==> config.mk <==
export PLATFORM = sky130hd
export DESIGN_NAME = frac_tick_gen
export DESIGN_NICKNAME = d
export VERILOG_FILES = /design/src/rtl/frac_tick_pkg.sv /design/src/rtl/tick_period_counter.sv /design/src/rtl/bit_phase_tracker.sv /design/src/rtl/term_select.sv /design/src/rtl/frac_tick_gen.sv
export SDC_FILE = /design/constraint.sdc
export NUM_CORES = 1
export LEC_CHECK = 0
export ABC_AREA = 1
export CAP_MARGIN = 20
export CORE_AREA = 2 2 39 41
export DETAILED_ROUTE_END_ITERATION = 10
export DIE_AREA = 0 0 41 43
export GPL_TIMING_DRIVEN = 0
export PLACE_DENSITY = 0.59
export SYNTH_ARGS = -nofsm -noshare
export SYNTH_HDL_FRONTEND = slang
export SYNTH_SLANG_ARGS = --single-unit
export TNS_END_PERCENT = 5
==> constraint.sdc <==
create_clock -name clk -period 1.7 [get_ports clk]
set_input_delay 0.34 -clock clk [delete_from_list [all_inputs] [get_ports clk]]
set_output_delay 0.34 -clock clk [all_outputs]
set_load 0.02 [all_outputs]
==> src/rtl/frac_tick_pkg.sv <==
package frac_tick_pkg;

  // Phase of the bit being sampled, counted from the last alignment.
  typedef enum logic {
    PH_EVEN = 1'b0,
    PH_ODD  = 1'b1
  } bit_phase_e;

  // Width able to hold values 0..v-1, never below one bit.
  function automatic int unsigned width_for(input int unsigned v);
    int unsigned w;
    w = $clog2(v);
    return (w < 1) ? 1 : w;
  endfunction

endpackage

==> src/rtl/tick_period_counter.sv <==
// Free-running period counter with a run-time terminal count.
module tick_period_counter #(
  parameter int unsigned CNT_W = 7
) (
  input  logic             clk,
  input  logic             rst,
  input  logic             clear,
  input  logic [CNT_W-1:0] term,
  output logic             wrap
);

  logic [CNT_W-1:0] cnt_q;

  // The ">=" compare also recovers if the terminal count shrinks mid-period.
  assign wrap = !rst && !clear && (cnt_q >= term - CNT_W'(1));

  always_ff @(posedge clk) begin
    if (rst || clear) begin
      cnt_q <= '0;
    end else if (wrap) begin
      cnt_q <= '0;
    end else begin
      cnt_q <= cnt_q + CNT_W'(1);
    end
  end

endmodule

==> src/rtl/bit_phase_tracker.sv <==
// Counts ticks inside a bit and flips the even/odd bit phase on each bit boundary.
module bit_phase_tracker
  import frac_tick_pkg::*;
#(
  parameter int unsigned TICKS_PER_BIT = 8
) (
  input  logic       clk,
  input  logic       rst,
  input  logic       clear,
  input  logic       advance,
  output bit_phase_e phase
);

  localparam int unsigned SUB_W = width_for(TICKS_PER_BIT);
  localparam logic [SUB_W-1:0] SUB_LAST = SUB_W'(TICKS_PER_BIT - 1);

  logic [SUB_W-1:0] sub_q;
  bit_phase_e       phase_q;

  always_ff @(posedge clk) begin
    if (rst || clear) begin
      sub_q   <= '0;
      phase_q <= PH_EVEN;
    end else if (advance) begin
      if (sub_q == SUB_LAST) begin
        sub_q   <= '0;
        phase_q <= (phase_q == PH_EVEN) ? PH_ODD : PH_EVEN;
      end else begin
        sub_q <= sub_q + SUB_W'(1);
      end
    end
  end

  assign phase = phase_q;

endmodule

==> src/rtl/term_select.sv <==
// Maps the bit phase onto one of the two terminal counts.
module term_select
  import frac_tick_pkg::*;
#(
  parameter int unsigned CNT_W         = 7,
  parameter int unsigned SHORT_CNT     = 108,
  parameter int unsigned LONG_CNT      = 109,
  parameter bit          SHORT_ON_EVEN = 1'b1
) (
  input  bit_phase_e       phase,
  output logic [CNT_W-1:0] term
);

  localparam logic [CNT_W-1:0] T_SHORT = CNT_W'(SHORT_CNT);
  localparam logic [CNT_W-1:0] T_LONG  = CNT_W'(LONG_CNT);

  generate
    if (SHORT_ON_EVEN) begin : g_short_even
      assign term = (phase == PH_EVEN) ? T_SHORT : T_LONG;
    end else begin : g_short_odd
      assign term = (phase == PH_EVEN) ? T_LONG : T_SHORT;
    end
  endgenerate

endmodule

==> src/rtl/frac_tick_gen.sv <==
// Fractional-rate oversampling tick generator (top).
module frac_tick_gen
  import frac_tick_pkg::*;
#(
  parameter int unsigned SHORT_CNT     = 108,
  parameter int unsigned LONG_CNT      = 109,
  parameter int unsigned TICKS_PER_BIT = 8,
  parameter bit          SHORT_ON_EVEN = 1'b1
) (
  input  logic clk,
  input  logic rst,
  input  logic align,
  output logic tick
);

  localparam int unsigned MAX_CNT = (LONG_CNT > SHORT_CNT) ? LONG_CNT : SHORT_CNT;
  localparam int unsigned CNT_W   = width_for(MAX_CNT + 1);

  logic             wrap;
  logic [CNT_W-1:0] term;
  bit_phase_e       phase;
  logic             tick_q;

  tick_period_counter #(
    .CNT_W (CNT_W)
  ) u_counter (
    .clk   (clk),
    .rst   (rst),
    .clear (align),
    .term  (term),
    .wrap  (wrap)
  );

  bit_phase_tracker #(
    .TICKS_PER_BIT (TICKS_PER_BIT)
  ) u_phase (
    .clk     (clk),
    .rst     (rst),
    .clear   (align),
    .advance (wrap),
    .phase   (phase)
  );

  term_select #(
    .CNT_W         (CNT_W),
    .SHORT_CNT     (SHORT_CNT),
    .LONG_CNT      (LONG_CNT),
    .SHORT_ON_EVEN (SHORT_ON_EVEN)
  ) u_select (
    .phase (phase),
    .term  (term)
  );

  always_ff @(posedge clk) begin
    if (rst || align) begin
      tick_q <= 1'b0;
    end else begin
      tick_q <= wrap;
    end
  end

  assign tick = tick_q;

endmodule

==> results.toml, run 1 <==
[run_status]
status = "finished clean"

[critical_path]
cp_cell_sequence = "clkdlybuf4s50_1"
cp_max_fo = 1
cp_data_arrival_time_ns = 1.18
path_delay_family = "buffers and inverters"
setup.worst_path.end_class = "output pin"
crit_type = "flip-flop to output pin"
crit_slowest_cell = "clkdlybuf4s50_1"
worst-path-buf-inv = 1
cp.required_ns = 1.36
crit_path_max_incr_delay_ns = 0.60
start_kind = "flip-flop"

[synth]
ys_warn_count = 0
ys_ff_latch = 12
postSynthAreaPerCell_sq_um = 7.99
syn_nets = 81
postSynthCellCount = 72
synth_top_area_share_pct = 41.7
synthesis.area_sq_um = 576
seq_area_frac_synth_pct = 41.7
synth.area.top_cells = "dfxtp_1, ha_1, nand2_1"
ys_types = 17
yosys.area.top_type = "dfxtp_1"

[placement]
portBuffers = 3
dpl.hpwl_um = 631
dp_slack_ns = 0.139
place_congestion = 0.733
dpl.cell_count = 91
place_area_sq_um = 626

[floorplan]
num_rows = 14
io_pins = 4
die_h_um = 43
fp.dieW_um = 41
dieArea_sq_um = 1760
initial_utilization_pct = 41.6
core_sq_um = 1380

[final_layout]
areaGrowthSynthToFinish_pct = 16.5
final_util_pct = 48.5
final_nets = 89
drive_gt1_share_pct = 15.2
layout_common_cells = "nand2_1, dfxtp_1, nor2_1"
layout_commonest_cell = "nand2_1"
num_antenna_cells = 0
final_area_sq_um = 671
instances_no_fill = 95

[power_and_ir_drop]
p_leak_nw = 0.299
ir_worst_vdd_mv = 0.321
powerDensity_nw_per_um2 = 796

[clocking]
cts_setup_buffers = 0
hold_buffers = 0
root_buffer = "clkbuf_4"
clock_sinks = 12
cts_htree_levels = 1
cts_max_path_buffers = 2
insertion_delay_ns = 0.28
cts_tree = "built"
ctsResizeCount = 0
cts_made_buffers = 3
clkTransAtPathRegs_ns = 0.08

[global_routing]
grt_first_pass_wirelength_mm = 1.57
grt_usage_pct = 14.2
grt_max_degree = 9
antenna_found_initial = 0
first_global_vias = 392
gr-total-overflow = 0

[timing]
finalHoldViolCount = 0
rsz0062_at_grt = "false"
layout_min_cycle_time_ns = 1.52
finClkSkew_ns = 0.00319
fin_ws_ns = 0.176
worst_pin_slew_ns = 0.313
fin_setup_tns_ns = 0
min_period_over_period_pct = 89.6
fmax_ghz = 0.656
setup_viol = 0
maxSlewViolCount = 0
maxSlewHeadroom_pct = 79.0

[drt]
route.detailed.drc = 0
drt-pass1-iter-count = 4
drt_iter0_markers = 4
postRouteAntennaNets = 0
vias_per_cell = 4.47
routedWlPerCell_um = 8.67
totalWireLength_um = 824
vias = 425

[flow_run]
drv_cap = 0

[hold_path]
hp-class = "flip-flop to flip-flop"
-- routing by layer --
layer / part of all wire (%) / track usage, %
met1: 52 / 18.9
met2: 41 / 16.6
met3: 4.9 / 7.85
met4: 1.7 / 10.0
met5: 0 / 0
-- power breakdown --
part	internal, W	switching [W]	total, W	leakage (nW)
sequential	0.000283	0.00000209	0.000285	0.0974
combinational	0.00000966	0.0000102	0.0000199	0.180
clock	0.000130	0.0000988	0.000229	0.0210
-- synth_stat cells, drive strengths merged --
library cell / number
a21oi: 2
clkinv: 2
dfxtp: 12
ha: 6
inv: 8
nand2: 18
nand3: 5
nor2: 10
nor3: 3
o21ai: 1
xnor2: 2
xor2: 3
-- flip-flops by register name (all words and copies together), names as in the netlist --
signal,cells
u_phase.sub_q,3
u_counter.cnt_q,7
u_phase.phase,1
tick,1
-- cells by family (layout without fill, tap and decap cells) --
family / after synthesis / in the layout / synth area share [%]
DFF: 12 / 12 / 41.7
buffers and inverters: 10 / 17 / 6.74
and+or+nand+nor: 36 / 36 / 28.3
xor gates and xnor gates: 5 / 5 / 7.61
AOI/OAI and AO/OA: 3 / 3 / 2.61
adders and majority gates: 6 / 6 / 13.0
-- through the flow --
step,hold WS [ns],total power [W]
2_1_floorplan,0.430,0.000303
3_3_place_gp,0.444,0.000311
3_5_place_dp,0.454,0.000311
4_1_cts,0.465,0.000542
5_1_grt,0.484,0.000573
6_report,0.459,0.000534
-- worst paths after layout --
kind / slack (ns) / to / depth (start not counted) / from
max: 0.18 / tick / 1 / tick
min: 0.46 / u_phase.sub_q[2] / 2 / u_phase.sub_q[2]
max reg2reg: 0.20 / u_phase.sub_q[1] / 10 / u_phase.phase
min reg2reg: 0.46 / u_phase.sub_q[2] / 2 / u_phase.sub_q[2]
-- area by class of cell --
| class | instances | area (sq um) |
|---|---|---|
| sequential | 12 | 241 |
| multi-input combinational | 50 | 304 |
| clock buffer | 4 | 36.3 |
| fill | 142 | 713 |
| timing repair buffer | 3 | 30.0 |
| inverter | 10 | 38.8 |
| tap | 16 | 20.0 |
Power figures use the tool's default switching activity.
==> run 2: changes to the inputs <==
--- a/config.mk
+++ b/config.mk
@@ -11,5 +11,4 @@
 export DETAILED_ROUTE_END_ITERATION = 10
 export DIE_AREA = 0 0 41 43
-export GPL_TIMING_DRIVEN = 0
 export PLACE_DENSITY = 0.59
 export SYNTH_ARGS = -nofsm -noshare
==> constraint.sdc (replaced) <==
create_clock -name clk -period 1.7 [get_ports clk]
set_input_delay 0.51 -clock clk [delete_from_list [all_inputs] [get_ports clk]]
set_output_delay 0.51 -clock clk [all_outputs]
set_load 0.02 [all_outputs]
==> run 2 against run 1 <==
Against the previous run: maximum frequency decreased by 1.2%; register-to-register slack lost 0.04 ns; non-clock buffer count stayed put; sequential cell count unchanged; first-iteration DRC count decreased by 100%; final cell count unchanged; sequential share of layout area up 0.15 points; total power is 0.92% lower; combinational power shrank 9%; die area did not move; critical path type is now flip-flop to flip-flop; largest power group unchanged.
==> results.toml, run 2 (synthesized netlist as in run 1, its figures left out) <==
[run_status]
status = "finished clean"

[placement]
dp_slack_ns = 0.0992
place_congestion = 0.755
dpl.hpwl_um = 696
place_area_sq_um = 626
portBuffers = 3

[hold_path]
hp-class = "flip-flop to flip-flop"
worstHoldStart = "u_phase.sub_q[1]"

[critical_path]
cp_cell_sequence = "inv_1 > ha_1 > a21oi_1 > nand2_1 > nand2_1 > nand3_2 > inv_2 > nand2_1 > nand2_1"
start_kind = "flip-flop"
cp_max_fo = 8
crit_type = "flip-flop to flip-flop"
setup.worst_path.end_class = "flip-flop"
crit_slowest_cell = "dfxtp_1"
cp.required_ns = 1.92
setup.worst_path.start = "u_phase.phase"
reg2reg_from = "u_phase.phase"
cp_data_arrival_time_ns = 1.76
crit_path_max_incr_delay_ns = 0.38
crit_top_cell = "nand2_1"

[power_and_ir_drop]
power_w = 0.000529
ir_worst_vdd_mv = 0.386
p_leak_nw = 0.316
powerDensity_nw_per_um2 = 797

[floorplan]
dieArea_sq_um = 1760
num_rows = 14
io_pins = 4
core_sq_um = 1380
fp.dieW_um = 41
initial_utilization_pct = 41.6
die_h_um = 43

[clocking]
cts_max_path_buffers = 2
cts_htree_levels = 1
insertion_delay_ns = 0.27
hold_buffers = 0
cts_tree = "built"
clock_sinks = 12
root_buffer = "clkbuf_4"
clkTransAtPathRegs_ns = 0.07
cts_made_buffers = 3

[drt]
drt-pass1-iter-count = 1
drt_iter0_markers = 0
vias = 428
postRouteAntennaNets = 0
route.detailed.drc = 0
vias_per_cell = 4.51
routedWlPerCell_um = 9.14
totalWireLength_um = 868

[final_layout]
largest_reg_flops = 7
areaGrowthSynthToFinish_pct = 15.4
final_nets = 89
layout_common_cells = "nand2_1, dfxtp_1, nor2_1"
final_area_sq_um = 664
n_fill_cell = 144
reg_top3 = "u_counter.cnt_q: 7 flops, u_phase.sub_q: 3 flops"
num_antenna_cells = 0
layout_commonest_cell = "nand2_1"
top_register = "u_counter.cnt_q"
drive_gt1_share_pct = 13.9

[timing]
layout_min_cycle_time_ns = 1.54
setup_viol = 0
finalHoldViolCount = 0
fmax_ghz = 0.648
maxSlewViolCount = 0
maxSlewHeadroom_pct = 84.3
worst_pin_slew_ns = 0.233
hold_ws_ns = 0.460
min_period_over_period_pct = 90.8
finClkSkew_ns = 0.00499
fin_ws_ns = 0.157
rsz0062_at_grt = "true"

[global_routing]
top_usage_layer = "met2"
grt.met2_usage_pct = 17.8
use_met1_pct = 16.5
gr-total-overflow = 0
use_met3_pct = 4.71
grt_max_degree = 9
grt_first_pass_wirelength_mm = 1.48
first_global_vias = 384
grt_usage_pct = 13.3
antenna_found_initial = 0

[flow_run]
drv_cap = 0
## run 2: cell types whose count changed in the layout (fill, tap and decap cells not counted), sizes merged
cell / before / now
dlymetal6s2s: 0 / 1
clkdlybuf4s50: 3 / 2
## run 2: path summary, 6_finish.rpt
kind	endpoint	slack, ns	cells after the start
setup / recovery	u_phase.sub_q[1]	0.16	9
hold / removal	u_phase.sub_q[1]	0.46	2
setup reg to reg	u_phase.sub_q[1]	0.16	9
hold reg to reg	u_phase.sub_q[1]	0.46	2
## run 2: timing repair
action | in CTS | in global routing
gates resized for setup | 0 | 1
setup buffers | 0 | 0
hold endpoints to repair | 0 | 0
endpoints found under the setup margin | 0 | 3
## run 2: worst max-delay path: cells and delay by family, from the launching register on
kind                       cells  cell delay, ns
AOI/OAI and AO/OA              1            0.15
adders and majority gates      1            0.32
buffers and inverters          2            0.18
DFF                            1            0.38
and+or+nand+nor                5            0.44
## run 2: cell type report
class / instances / area, sq um / share of cell area [%]
clock buffer: 4 / 36.3 / 5.46
timing repair buffer: 3 / 32.5 / 4.90
tap: 16 / 20.0 / 3.01
inverter: 10 / 38.8 / 5.84
sequential: 12 / 240 / 36.2
multi-input combinational: 50 / 297 / 44.6
## run 2: stage by stage
stage	std cells	utilization, %	setup TNS [ns]
floorplan	72	-	0
global placement	91	45.2	0
detailed placement	91	45.2	0
CTS	95	47.8	0
global route	95	48.0	-0.0241
finish	95	48.0	0
## run 2: where the power goes
part / switching, W / total [W] / internal, W
combinational: 0.00000924 / 0.0000182 / 0.00000897
sequential: 0.00000223 / 0.000285 / 0.000283
clock: 0.0000956 / 0.000226 / 0.000130
## run 2: per-layer routing
| metal | share of wire, % | wire length [um] |
|---|---|---|
| met1 | 52 | 451 |
| met2 | 41 | 356 |
| met3 | 3.7 | 32 |
| met4 | 3.1 | 27 |
| met5 | 0 | 0 |
